## config.mk

```make
export PLATFORM = sky130hd
export DESIGN_NAME = dm_dest_match
export DESIGN_NICKNAME = d
export VERILOG_FILES = /design/src/rtl/dm_pkg.sv /design/src/rtl/dm_cfg_regs.sv /design/src/rtl/dm_logical_match.sv /design/src/rtl/dm_dest_match.sv
export SDC_FILE = /design/constraint.sdc
export NUM_CORES = 1
export LEC_CHECK = 0
export ABC_AREA = 1
export BUFFER_PORTS_ARGS = -buffer_cell sky130_fd_sc_hd__buf_2
export CAP_MARGIN = 10
export CORE_ASPECT_RATIO = 1.25
export CORE_MARGIN = 1.5
export CORE_UTILIZATION = 41
export DETAILED_ROUTE_END_ITERATION = 10
export PLACE_DENSITY = 0.82
export SKIP_LAST_GASP = 1
export SYNTH_ARGS = -nofsm -noshare
export SYNTH_HDL_FRONTEND = slang
export SYNTH_SLANG_ARGS = --single-unit
export TNS_END_PERCENT = 30
```

## constraint.sdc

```tcl
create_clock -name clk -period 0.98 [get_ports clk]
set_input_delay 0.147 -clock clk [delete_from_list [all_inputs] [get_ports clk]]
set_output_delay 0.147 -clock clk [all_outputs]
set_load 0.01 [all_outputs]
```

## src/rtl/dm_pkg.sv

```systemverilog
package dm_pkg;
  typedef enum logic [1:0] {
    SH_FIELD  = 2'd0,
    SH_SELF   = 2'd1,
    SH_ALL    = 2'd2,
    SH_OTHERS = 2'd3
  } shorthand_e;

  typedef enum logic [1:0] {
    SEL_ID   = 2'd0,
    SEL_LDST = 2'd1,
    SEL_FMT  = 2'd2,
    SEL_NONE = 2'd3
  } reg_sel_e;

  localparam int unsigned MODEL_W = 4;
  localparam logic [MODEL_W-1:0] MODEL_FLAT    = 4'hF;
  localparam logic [MODEL_W-1:0] MODEL_CLUSTER = 4'h0;
endpackage

```

## src/rtl/dm_cfg_regs.sv

```systemverilog
module dm_cfg_regs
  import dm_pkg::*;
#(
  parameter int unsigned DATA_W = 32,
  parameter int unsigned ID_W = 8,
  parameter logic [ID_W-1:0] RESET_ID = '0
) (
  input  logic                 clk,
  input  logic                 rst_n,
  input  logic                 wr_en,
  input  logic [1:0]           sel,
  input  logic [DATA_W-1:0]    wdata,
  input  logic [DATA_W-1:0]    wmask,
  output logic [ID_W-1:0]      phys_id,
  output logic [ID_W-1:0]      log_id,
  output logic [MODEL_W-1:0]   model
);
  localparam logic [DATA_W-1:0] FMT_FORCED = {{MODEL_W{1'b0}}, {(DATA_W-MODEL_W){1'b1}}};

  logic [ID_W-1:0]   id_q, id_d, ld_q, ld_d;
  logic [DATA_W-1:0] fmt_q, fmt_d;
  logic              id_en, ld_en, fmt_en;

  always_comb begin
    id_en  = wr_en && (sel == SEL_ID);
    ld_en  = wr_en && (sel == SEL_LDST);
    fmt_en = wr_en && (sel == SEL_FMT);
    id_d   = (id_q & ~wmask[DATA_W-1 -: ID_W]) | (wdata[DATA_W-1 -: ID_W] & wmask[DATA_W-1 -: ID_W]);
    ld_d   = (ld_q & ~wmask[DATA_W-1 -: ID_W]) | (wdata[DATA_W-1 -: ID_W] & wmask[DATA_W-1 -: ID_W]);
    fmt_d  = (fmt_q & ~wmask) | (wdata & wmask) | FMT_FORCED;
  end

  always_ff @(posedge clk or negedge rst_n) begin
    if (!rst_n) begin
      id_q  <= RESET_ID;
      ld_q  <= '0;
      fmt_q <= '1;
    end else begin
      if (id_en)  id_q  <= id_d;
      if (ld_en)  ld_q  <= ld_d;
      if (fmt_en) fmt_q <= fmt_d;
    end
  end

  assign phys_id = id_q;
  assign log_id  = ld_q;
  assign model   = fmt_q[DATA_W-1 -: MODEL_W];


  always_ff @(posedge clk) begin
    if (rst_n) begin
      fmt_forced_ones_chk: assert ((fmt_q & FMT_FORCED) == FMT_FORCED)
        else $error("format register low bits not all ones");
    end
  end
endmodule

```

## src/rtl/dm_logical_match.sv

```systemverilog
module dm_logical_match
  import dm_pkg::*;
#(
  parameter int unsigned ID_W = 8
) (
  input  logic [ID_W-1:0]    log_id,
  input  logic [ID_W-1:0]    dest,
  input  logic [MODEL_W-1:0] model,
  output logic               hit,
  output logic               bad_model
);
  localparam int unsigned HALF = ID_W / 2;

  logic flat_hit, cluster_hit;

  always_comb begin
    flat_hit    = |(log_id & dest);
    cluster_hit = (log_id[ID_W-1:HALF] == dest[ID_W-1:HALF]) &&
                  (|(log_id[HALF-1:0] & dest[HALF-1:0]));
    hit       = 1'b0;
    bad_model = 1'b0;
    case (model)
      MODEL_FLAT:    hit = flat_hit;
      MODEL_CLUSTER: hit = cluster_hit;
      default:       bad_model = 1'b1;
    endcase
  end
endmodule

```

## src/rtl/dm_dest_match.sv

```systemverilog
module dm_dest_match
  import dm_pkg::*;
#(
  parameter int unsigned DATA_W = 32,
  parameter int unsigned ID_W = 8,
  parameter logic [ID_W-1:0] RESET_ID = 8'h00
) (
  input  logic              clk,
  input  logic              rst_n,
  input  logic              reg_wr_en,
  input  logic [1:0]        reg_sel,
  input  logic [DATA_W-1:0] reg_wdata,
  input  logic [DATA_W-1:0] reg_wmask,
  input  logic              req_valid,
  input  logic [1:0]        req_shorthand,
  input  logic              req_logical,
  input  logic [ID_W-1:0]   req_dest,
  input  logic              req_from_self,
  output logic              match_valid,
  output logic              match,
  output logic              fmt_error
);
  localparam logic [ID_W-1:0] BCAST_ID = '1;

  logic [1:0]         rst_sync_q;
  logic               rst_int_n;
  logic [ID_W-1:0]    phys_id, log_id;
  logic [MODEL_W-1:0] model;
  logic               log_hit, bad_model;
  logic               hit_d, err_d;
  logic               vld_q, match_q, err_q;

  always_ff @(posedge clk or negedge rst_n) begin
    if (!rst_n) rst_sync_q <= 2'b00;
    else        rst_sync_q <= {rst_sync_q[0], 1'b1};
  end
  assign rst_int_n = rst_sync_q[1];

  dm_cfg_regs #(.DATA_W(DATA_W), .ID_W(ID_W), .RESET_ID(RESET_ID)) i_cfg (
    .clk(clk), .rst_n(rst_int_n), .wr_en(reg_wr_en), .sel(reg_sel),
    .wdata(reg_wdata), .wmask(reg_wmask),
    .phys_id(phys_id), .log_id(log_id), .model(model)
  );

  dm_logical_match #(.ID_W(ID_W)) i_logic (
    .log_id(log_id), .dest(req_dest), .model(model),
    .hit(log_hit), .bad_model(bad_model)
  );

  always_comb begin
    err_d = err_q;
    case (shorthand_e'(req_shorthand))
      SH_FIELD: begin
        if (req_logical) begin
          hit_d = log_hit;
          if (req_valid && bad_model) err_d = 1'b1;
        end else begin
          hit_d = (req_dest == phys_id) || (req_dest == BCAST_ID);
        end
      end
      SH_SELF:   hit_d = req_from_self;
      SH_ALL:    hit_d = 1'b1;
      default:   hit_d = !req_from_self;
    endcase
  end

  always_ff @(posedge clk or negedge rst_int_n) begin
    if (!rst_int_n) begin
      vld_q   <= 1'b0;
      match_q <= 1'b0;
      err_q   <= 1'b0;
    end else begin
      vld_q   <= req_valid;
      match_q <= req_valid && hit_d;
      err_q   <= err_d;
    end
  end

  assign match_valid = vld_q;
  assign match       = match_q;
  assign fmt_error   = err_q;


  valid_follows_req_chk: assert property (@(posedge clk) disable iff (!rst_int_n)
    req_valid |=> match_valid);

  no_spurious_valid_chk: assert property (@(posedge clk) disable iff (!rst_int_n)
    !req_valid |=> !match_valid);

  match_needs_valid_chk: assert property (@(posedge clk) disable iff (!rst_int_n)
    match |-> match_valid);

  err_sticky_chk: assert property (@(posedge clk) disable iff (!rst_int_n)
    fmt_error |=> fmt_error);

  all_matches_chk: assert property (@(posedge clk) disable iff (!rst_int_n)
    (req_valid && req_shorthand == 2'd2) |=> match);

  self_only_chk: assert property (@(posedge clk) disable iff (!rst_int_n)
    (req_valid && req_shorthand == 2'd1 && !req_from_self) |=> !match);

  others_only_chk: assert property (@(posedge clk) disable iff (!rst_int_n)
    (req_valid && req_shorthand == 2'd3 && req_from_self) |=> !match);
endmodule

```

==> metrics.yaml <==
grt_antenna_before_repair: 0
syn_area_per_cell_sq_um: 8.00
place_congestion: 0.796
violations: "negative setup slack"
dpl_cell_area_sq_mm: 0.00165
required_ns: 1.24
layout-drive-gt1-share_pct: 30.8
setup_viol: 3
cts_max_level: 1
synth_edf_count: 0
portBuffers: 36
drc_errors: 0
p_total_mw: 2.51
pre_cts_ws_ns: -0.335
clkSinkCount: 25
wire_per_inst_um: 11.3
power_density_mw_per_mm2: 1470
yosysSeqAreaShare_pct: 48.9
reg2reg_depth: 8
num_rows: 22
slew_violations: 0
wl_um: 2890
min-delay-start: "reg_wdata[27]"
grt_max_degree: 24
initial_utilization_pct: 43.4
die_y_um: 65.7
core_area_sq_mm: 0.00297
diodes: 0
multiInputGateArea_sq_um: 619
firstDrtPassIters: 4
num_io_pins: 85
synthesis.nets: 247
endpoint_kind: "flip-flop"
vias: 1235
fin_area_sq_mm: 0.00171
leakage_nw: 0.868
cts_buffers: 3
hp-class: "input port to flip-flop"
rsz0062_at_grt: "yes"
fillCellCount: 278
clock_path_buffers: 2
synthCells: 161
crit_type: "flip-flop to flip-flop"
synth_top_cells_by_count: "nand2_1 (64), dfrtp_1 (21), o21ai_1 (20)"
synth_top_cell_area_share_pct: 40.8
maxCapViolCount: 0
ir_drop_mv: 0.873
dp_cells: 251
antenna_left: 0
viasPerCell: 4.81
seq_area_sq_um: 631
cp-start-kind: "flip-flop"
period_needed_ns: 1.33
final_cells: 257
timing.rr.end: "match"
finalWorstSetupSlack_ns: -0.355
grt_first_pass_wirelength_um: 4650
grt_pass1_vias: 1226
cts_tree: "yes"
syn_to_final_growth_pct: 32.6
drt_iter0_markers: 23
reg2reg_setup_slack_ns: -0.35
grt.overflow.total: 0
grt_use_total_pct: 18.0
timing.final.crit_share_pct: 136
yosys_warnings: 0
hpwlAfterDp_um: 2330
async_flop_share_pct: 100
syn_area_sq_mm: 0.00129
die_w_um: 53.1
holdPathStages: 3
synthFlopType: "dfrtp_1"
arrival_ns: 1.60
synth.most_common_cell: "nand2_1"
clk-insertion-delay-late_ns: 0.32
clk_pin_slew_ns: 0.13
clock_skew_ns: 0.00260
die-area_sq_mm: 0.00349
root_buffer: "clkbuf_4"
ys_ff_latch: 25
fmax_ghz: 0.749
nets: 308
synth_cell_types: 19
synth_area_leaders: "dfrtp_1 (41%), nand2_1 (19%), dfstp_2 (8.2%), o21ai_1 (7.8%), xnor2_1 (4.8%)"
hold_viol_final: 0
worstPathMaxFanout: 2
tns_ns: -0.536
status: "complete, but fails checks"
synth_top_area_cell: "dfrtp_1"
[metrics by stage]
step | hold WS, ns | util [%]
final | 0.0638 | 57.5
after global routing | 0.0651 | 57.5
after CTS | 0.0536 | 57.0
after detailed placement | -0.0615 | 55.5
after global placement | -0.0632 | 55.5
after floorplan | -0.149 | -
[layout make-up]
cell class	instances	area share (%)
well taps	36	2.64
multi-input cells	122	36.2
repair buffers	56	19.6
inverters	14	3.07
clock buffers	4	1.54
flip-flops and latches	25	36.9
[metal layers]
metal,GRT usage (%),wire (um),up-vias
met3,3.18,159,7
met4,9.94,70,0
li1,-,-,633
met1,18.9,1230,556
met5,0,0,-
met2,32.8,1430,39
[how the worst max path moves through the flow]
| stage | startpoint | end | slack [ns] | cells past startpoint |
|---|---|---|---|---|
| 2_1_floorplan | flip-flop | match | -0.23 | 8 |
| 3_3_place_gp | flip-flop | match | -0.29 | 8 |
| 3_5_place_dp | flip-flop | match | -0.34 | 8 |
| 4_1_cts | flip-flop | match | -0.35 | 8 |
| 5_1_grt | flip-flop | match | -0.49 | 8 |
| 6_report | flip-flop | match | -0.35 | 8 |
[where the power goes]
part,total [mW],internal [mW],switching (mW)
Clock,0.466,0.159,0.307
Combinational,0.711,0.377,0.334
Sequential,1.33,1.22,0.110
[worst max-delay path, stage by stage, from the launching register on]
cell and delay (ns):
dfrtp_1 0.41, ha_1 0.27, nor2_1 0.12, nand2_1 0.06
nor2_1 0.10, nand2_1 0.07, nand3_2 0.07, nand3_2 0.07
a21oi_2 0.13
[layout by cell type (no fill, tap or decap), drive strengths merged, types with 2 or more instances in the layout]
cell type and count:
a21oi 2, buf 54, clkbuf 4, dfrtp 21, dfstp 4, dlygate4sd3 2
ha 4, inv 14, nand2 64, nand3 4, nand4 2, nor2 13
o21ai 20, xnor2 7
[kinds of logic after synthesis]
group / count (synthesis) / share of synthesized area [%]
xor+xnor: 7 / 4.76
fa+ha+maj: 4 / 3.88
buf+inv: 14 / 4.08
other cells: 1 / 0.291
flops: 25 / 48.9
simple gates: 87 / 28.9
compound gates: 23 / 9.13
[timing repair]
action | in CTS | in global routing
gates resized for setup | 0 | 3
pin swaps | 2 | 5
hold buffers | 2 | 0
endpoints found under the hold margin | 3 | 0
buffers inserted | 0 | 0
setup endpoints to repair | 4 | 5
No activity file was read; power rests on OpenSTA's default activity.
